===== src/rtl/snp_pkg.sv =====
package snp_pkg;
  typedef enum logic [1:0] {
    ES_16  = 2'd0,
    ES_32  = 2'd1,
    ES_64  = 2'd2,
    ES_128 = 2'd3
  } esize_e;
endpackage


===== src/rtl/snp_narrow.sv =====
module snp_narrow
  import snp_pkg::*;
#(
  parameter int LANE_W = 128,
  parameter int IMM_W  = 7
) (
  input  logic [LANE_W-1:0]   src_i,
  input  logic [IMM_W-1:0]    imm_i,
  input  esize_e              esize_i,
  input  logic                arith_i,
  output logic [LANE_W/2-1:0] nar_o
);
  localparam int HALF_W = LANE_W / 2;
  localparam int NSZ    = $clog2(LANE_W / 16) + 1;

  logic [NSZ-1:0][HALF_W-1:0] cand;

  for (genvar k = 0; k < NSZ; k++) begin : g_sz
    localparam int EW = 16 << k;
    localparam int NE = LANE_W / EW;
    localparam int SW = $clog2(EW);
    logic [SW-1:0] sh;
    assign sh = imm_i[SW-1:0];  // modulo element width
    for (genvar j = 0; j < NE; j++) begin : g_el
      logic [EW-1:0]        el;
      logic                 fill;
      logic [EW+EW/2-1:0]   ext;
      assign el   = src_i[j*EW +: EW];
      assign fill = arith_i & el[EW-1];
      assign ext  = {{(EW/2){fill}}, el};
      // window select == truncated (shift right by sh)
      assign cand[k][j*(EW/2) +: EW/2] = ext[sh +: EW/2];
    end
  end

  assign nar_o = cand[esize_i];

  always_comb begin
    if (esize_i == ES_128 && arith_i && imm_i == {IMM_W{1'b1}})
      assert_sign_fill_R3: assert (nar_o == {HALF_W{src_i[LANE_W-1]}});
    if (esize_i == ES_16 && !arith_i && imm_i[3:0] == 4'hf)
      assert_zero_fill_R3: assert (nar_o[7:1] == 7'd0 && nar_o[HALF_W-1:HALF_W-7] == 7'd0);
  end
endmodule


===== src/rtl/snp_lane.sv =====
module snp_lane
  import snp_pkg::*;
#(
  parameter int LANE_W = 128,
  parameter int IMM_W  = 7
) (
  input  logic [LANE_W-1:0] new_i,
  input  logic [LANE_W-1:0] old_i,
  input  logic [IMM_W-1:0]  imm_i,
  input  esize_e            esize_i,
  input  logic              arith_i,
  output logic [LANE_W-1:0] lane_o
);
  localparam int HALF_W = LANE_W / 2;

  logic [HALF_W-1:0] new_nar, old_nar;

  snp_narrow #(.LANE_W(LANE_W), .IMM_W(IMM_W)) u_new (
    .src_i(new_i), .imm_i(imm_i), .esize_i(esize_i), .arith_i(arith_i), .nar_o(new_nar)
  );
  snp_narrow #(.LANE_W(LANE_W), .IMM_W(IMM_W)) u_old (
    .src_i(old_i), .imm_i(imm_i), .esize_i(esize_i), .arith_i(arith_i), .nar_o(old_nar)
  );

  assign lane_o = {old_nar, new_nar};
endmodule


===== src/rtl/vec_shr_narrow_pack.sv =====
module vec_shr_narrow_pack
  import snp_pkg::*;
#(
  parameter int LANE_W = 128,
  parameter int LANES  = 2,
  parameter int IMM_W  = 7
) (
  input  logic                    clk_i,
  input  logic                    rst_ni,
  input  logic                    valid_i,
  input  logic [LANES*LANE_W-1:0] new_vec_i,
  input  logic [LANES*LANE_W-1:0] old_dst_i,
  input  logic [IMM_W-1:0]        imm_i,
  input  logic [1:0]              esize_i,
  input  logic                    arith_i,
  input  logic                    wide_i,
  output logic                    valid_o,
  output logic [LANES*LANE_W-1:0] result_o
);
  localparam int VEC_W  = LANES * LANE_W;
  localparam int HALF_W = LANE_W / 2;

  esize_e                esize;
  logic [VEC_W-1:0]      res_d;
  logic [VEC_W-1:0]      res_q;
  logic                  valid_q;

  assign esize = esize_e'(esize_i);

  for (genvar l = 0; l < LANES; l++) begin : g_lane
    logic [LANE_W-1:0] lane_res;
    snp_lane #(.LANE_W(LANE_W), .IMM_W(IMM_W)) u_lane (
      .new_i  (new_vec_i[l*LANE_W +: LANE_W]),
      .old_i  (old_dst_i[l*LANE_W +: LANE_W]),
      .imm_i  (imm_i),
      .esize_i(esize),
      .arith_i(arith_i),
      .lane_o (lane_res)
    );
    if (l == 0) begin : g_base
      assign res_d[LANE_W-1:0] = lane_res;
    end else begin : g_upper
      // narrow mode: upper lanes keep old destination
      assign res_d[l*LANE_W +: LANE_W] = wide_i ? lane_res : old_dst_i[l*LANE_W +: LANE_W];
    end
  end

  always_ff @(posedge clk_i or negedge rst_ni) begin
    if (!rst_ni) begin
      valid_q <= 1'b0;
      res_q   <= '0;
    end else begin
      valid_q <= valid_i;
      if (valid_i) res_q <= res_d;
    end
  end

  assign valid_o  = valid_q;
  assign result_o = res_q;

  assert_valid_lat_R8: assert property (@(posedge clk_i) disable iff (!rst_ni)
    valid_i |=> valid_o);
  assert_valid_drop_R8: assert property (@(posedge clk_i) disable iff (!rst_ni)
    !valid_i |=> !valid_o);
  assert_result_hold_R8: assert property (@(posedge clk_i) disable iff (!rst_ni)
    !valid_i |=> $stable(result_o));
  assert_upper_pass_R7: assert property (@(posedge clk_i) disable iff (!rst_ni)
    (valid_i && !wide_i) |=> result_o[VEC_W-1:LANE_W] == $past(old_dst_i[VEC_W-1:LANE_W]));
  assert_imm0_pack_R5: assert property (@(posedge clk_i) disable iff (!rst_ni)
    (valid_i && esize_i == 2'd3 && imm_i == '0) |=>
      result_o[LANE_W-1:0] == $past({old_dst_i[HALF_W-1:0], new_vec_i[HALF_W-1:0]}));
endmodule


===== config.mk =====
export PLATFORM = sky130hd
export DESIGN_NAME = vec_shr_narrow_pack
export DESIGN_NICKNAME = d
export VERILOG_FILES = /design/src/rtl/snp_pkg.sv /design/src/rtl/snp_narrow.sv /design/src/rtl/snp_lane.sv /design/src/rtl/vec_shr_narrow_pack.sv
export SDC_FILE = /design/constraint.sdc
export NUM_CORES = 2
export LEC_CHECK = 0
export BUFFER_PORTS_ARGS = -buffer_cell sky130_fd_sc_hd__buf_4
export CAP_MARGIN = 20
export CORE_UTILIZATION = 30
export DETAILED_ROUTE_END_ITERATION = 6
export PLACE_DENSITY = 0.52
export REMOVE_ABC_BUFFERS = 1
export SLEW_MARGIN = 20
export SYNTH_ARGS = -nofsm -noshare
export SYNTH_HDL_FRONTEND = slang
export SYNTH_SLANG_ARGS = --single-unit

===== constraint.sdc =====
create_clock -name clk_i -period 2.3 [get_ports clk_i]
set_input_delay 0.115 -clock clk_i [delete_from_list [all_inputs] [get_ports clk_i]]
set_output_delay 0.115 -clock clk_i [all_outputs]
set_load 0.05 [all_outputs]

==> impl_metrics.csv <==
group,metric,value,unit
routing,drtIter0Drc,17296,
layout,final_net_count,12130,
floorplan,die_y,486,um
clock_network,cts-htree-levels,2,
routing,met1_length,245000,um
floorplan,top_level_ports,783,
critical_path,critPathLaunchType,"primary input",
timing,max_slew.worst_pin.slew,0.995,ns
clock_network,numCtsBuffers,50,
timing,clock_skew,0,ns
timing,setup_violations,124,
layout,layout.cells.non_filler,14840,
synthesis,synth_top_family_by_area,"multiplexers",
timing,setup_tns,-7.57,ns
floorplan,die_w,486,um
clock_network,clock_tree.buffer_depth,3,
critical_path,crit_family,"multiplexers",
clock_network,clk_latency,0.73,ns
routing,dr_wl_met3,94900,um
synthesis,synthSimpleGateAreaFrac,12.8,%
min_path,hp-class,"in -> reg",
timing,fmax,394,MHz
layout,layout_commonest_cell,"buf_4",
timing,final.min_clock_period,2.54,ns
synthesis,yosysUniqueCellTypes,85,
status,status,"finished with violations",
synthesis,synthAdderAreaFrac,0,%
power_and_ir_drop,p_leak,48.2,nW
routing,final_antenna_net_count,0,
floorplan,initial_utilization,30.2,%
synthesis,synth_xor_area_share,0,%
synthesis,syn-cell-area,0.0703,mm^2
power_and_ir_drop,peakVddDrop,0.437,mV
routing,wl,685000,um
grt,grt-ovfl-total,0,
synthesis,synth_compound_area_share,28.4,%
layout,final_cell_mix,"3,803 x buf_4, 813 x mux4_2, 747 x nand2_1",
timing,holdWs,-0.00455,ns
placed_design,portBuffers,782,
synthesis,ys_seq_elements,257,
synthesis,synth-edff-count,0,
clock_network,path_clk_slew,0.07,ns
critical_path,slowest_delay,0.51,ns
grt,grt_pass1_vias,98925,
timing,finalHoldViolations,1,
critical_path,endpoint_kind,"flop",
layout,syn2layout_area_growth,62.1,%
critical_path,cp_cell_sequence,"buf_16 > buf_16 > buf_4 > mux4_2 > buf_4 > mux2_2 > mux2i_2 > buf_4 > o21ai_0 > buf_4 > mux2i_4 > or3_1 > nand4_1",
routing,wl_met2,270000,um
grt,grt_pass1_wl,894000,um
grt,grt_max_degree,83,
floorplan,dieArea,0.236,mm^2
timing,relSlewSlack,33.4,%
job,drv_cap,0,
timing,rsz0062_at_grt,"yes",
clock_network,root_buffer,"clkbuf_16",
critical_path,cp_num_buf_inv,6,
synthesis,yosysSeqAreaShare,9.15,%
power_and_ir_drop,power_density,486,mW/mm^2
grt,track_usage,55.1,%
floorplan,rows,177,
routing,post_drt_wl_per_cell,46.1,um
timing,maxSlewViolCount,0,
critical_path,worst_path_max_delay_cell,"mux4_2",
critical_path,crit_type,"in -> reg",
critical_path,path_max_fanout,14,
status,failed_checks,"hold timing, setup timing",
synthesis,synthArstFlopShare,100,%
grt,antenna_found_initial,72,
routing,top_layer,"met5",
timing,fin_crit_sh,110,%
floorplan,core-area,0.233,mm^2
routing,firstDrtPassIters,7,
layout,post-route-cell-area,0.114,mm^2
placed_design,globalplace.congestion,1.13,
clock_network,cts_tree,"yes",
routing,vias_per_cell,7.13,
synthesis,yosysWarningCount,0,
layout,fin_util,49.0,%
synthesis,ys.flop_type,"dfrtp_1",
routing,drc_errors,0,
placed_design,place_inst,14351,
critical_path,critPathArrivalTime,3.04,ns
critical_path,cp.required,2.80,ns
synthesis,muxShareOfSynthArea,42.7,%
synthesis,synth_cells,8179,
placed_design,dp_hpwl,536000,um
layout,drive_above_1_share,53.9,%
timing,fin_ws,-0.240,ns
synthesis,avgSynthCellArea,8.60,um^2
clock_network,cts.sinks,257,
critical_path,crit_top_cell,"buf_4",
placed_design,place_area,0.104,mm^2
placed_design,post-place-ws,-1.79,ns
routing,vias,105751,
[stage by stage]
| step | power, mW | hold WS (ns) |
|---|---|---|
| after floorplan | 20.3 | -0.181 |
| after global placement | 41.4 | 0.132 |
| after detailed placement | 41.5 | 0.136 |
| after CTS | 51.7 | 0.00371 |
| after global routing | 55.3 | 0.0503 |
| final | 55.4 | -0.00455 |
[registers in the layout (all words and copies together) (netlist names)]
| name | cells |
|---|---|
| result_o | 256 |
| valid_o | 1 |
[cell usage after synthesis (all sizes together), types with 27 or more instances]
| master | instances | area share (%) |
|---|---|---|
| a2111oi | 42 | 0.54 |
| a211o | 63 | 0.78 |
| a211oi | 217 | 2.3 |
| a21o | 53 | 0.57 |
| a21oi | 507 | 3.6 |
| a221o | 39 | 0.56 |
| a221oi | 106 | 1.3 |
| a22o | 33 | 0.41 |
| a22oi | 110 | 1.2 |
| a311oi | 27 | 0.34 |
| a31oi | 139 | 1.2 |
| and2 | 87 | 0.77 |
| and3 | 42 | 0.37 |
| buf | 485 | 4.0 |
| clkbuf | 518 | 2.8 |
| dfrtp | 257 | 9.1 |
| inv | 49 | 0.26 |
| mux2 | 475 | 7.6 |
| mux2i | 636 | 9.1 |
| mux4 | 813 | 26 |
| nand2 | 769 | 4.1 |
| nand2b | 37 | 0.33 |
| nand3 | 98 | 0.70 |
| nor2 | 720 | 3.8 |
| nor2b | 75 | 0.67 |
| nor3 | 110 | 0.78 |
| o2111ai | 34 | 0.42 |
| o211a | 35 | 0.50 |
| o211ai | 157 | 1.7 |
| o21a | 53 | 0.57 |
| o21ai | 488 | 3.5 |
| o221ai | 131 | 1.6 |
| o22a | 28 | 0.35 |
| o22ai | 263 | 2.3 |
| o2bb2ai | 43 | 0.54 |
| o311ai | 30 | 0.37 |
| o31ai | 41 | 0.44 |
| o32ai | 32 | 0.40 |
| or2 | 28 | 0.25 |
| or3 | 41 | 0.36 |
[timing repair]
action | in CTS | in global routing
pin swaps | 37 | 156
setup endpoints to repair | 249 | 231
hold buffers | 85 | 0
setup buffers | 53 | 166
cloned | 17 | 27
hold endpoints to repair | 337 | 0
gates resized for setup | 347 | 657
[routing by layer]
metal / up-vias / global-route usage (%)
met4: 42 / 48.6
li1: 40015 / -
met1: 52301 / 66.2
met5: - / 0.408
met2: 10395 / 76.4
met3: 2998 / 20.5
[cell families (layout without fill, tap and decap cells)]
group | count (synthesis) | after routing
AO/OA/AOI/OAI | 2879 | 2879
AND/OR/NAND/NOR | 2064 | 2064
buffers and inverters | 1055 | 4521
other | 0 | 63
flip-flops | 257 | 257
multiplexers | 1924 | 1924
[worst min-delay path, stage by stage]
cell and delay, ns:
buf_4 0.18, buf_4 0.15, nor2_1 0.12, o311ai_1 0.12
[final cells by class]
| cell class | count | area (um^2) |
|---|---|---|
| timing repair buffer | 4375 | 38800 |
| timing repair inverter | 1 | 11.3 |
| multi-input combinational | 6867 | 62600 |
| fill | 22279 | 119000 |
| inverter | 52 | 251 |
| clock buffer | 67 | 1450 |
| tap | 3132 | 3920 |
| clock inverter | 26 | 350 |
| antenna | 63 | 158 |
| sequential | 257 | 6430 |
[final timing paths]
kind	end	startpoint	slack [ns]	cells after the start
worst max-delay path	result_o[204]	imm_i[1]	-0.24	13
worst min-delay path	result_o[224]	old_dst_i[224]	-0.005	4
worst max register to register	result_o[204]	result_o[204]	0.61	3
worst min register to register	result_o[171]	result_o[171]	0.50	1
max in group asynchronous	result_o[126]	rst_ni	0.95	4
min in group asynchronous	result_o[239]	rst_ni	0.52	3
[report_power, final]
group          total, mW  leakage, nW  internal [mW]  switching, mW
sequential          6.64         2.99           5.24           1.41
clock               9.20        0.878           5.29           3.91
combinational       39.6         44.3           16.2           23.4
total               55.4         48.2           26.7           28.7
Power figures use the tool's default switching activity.
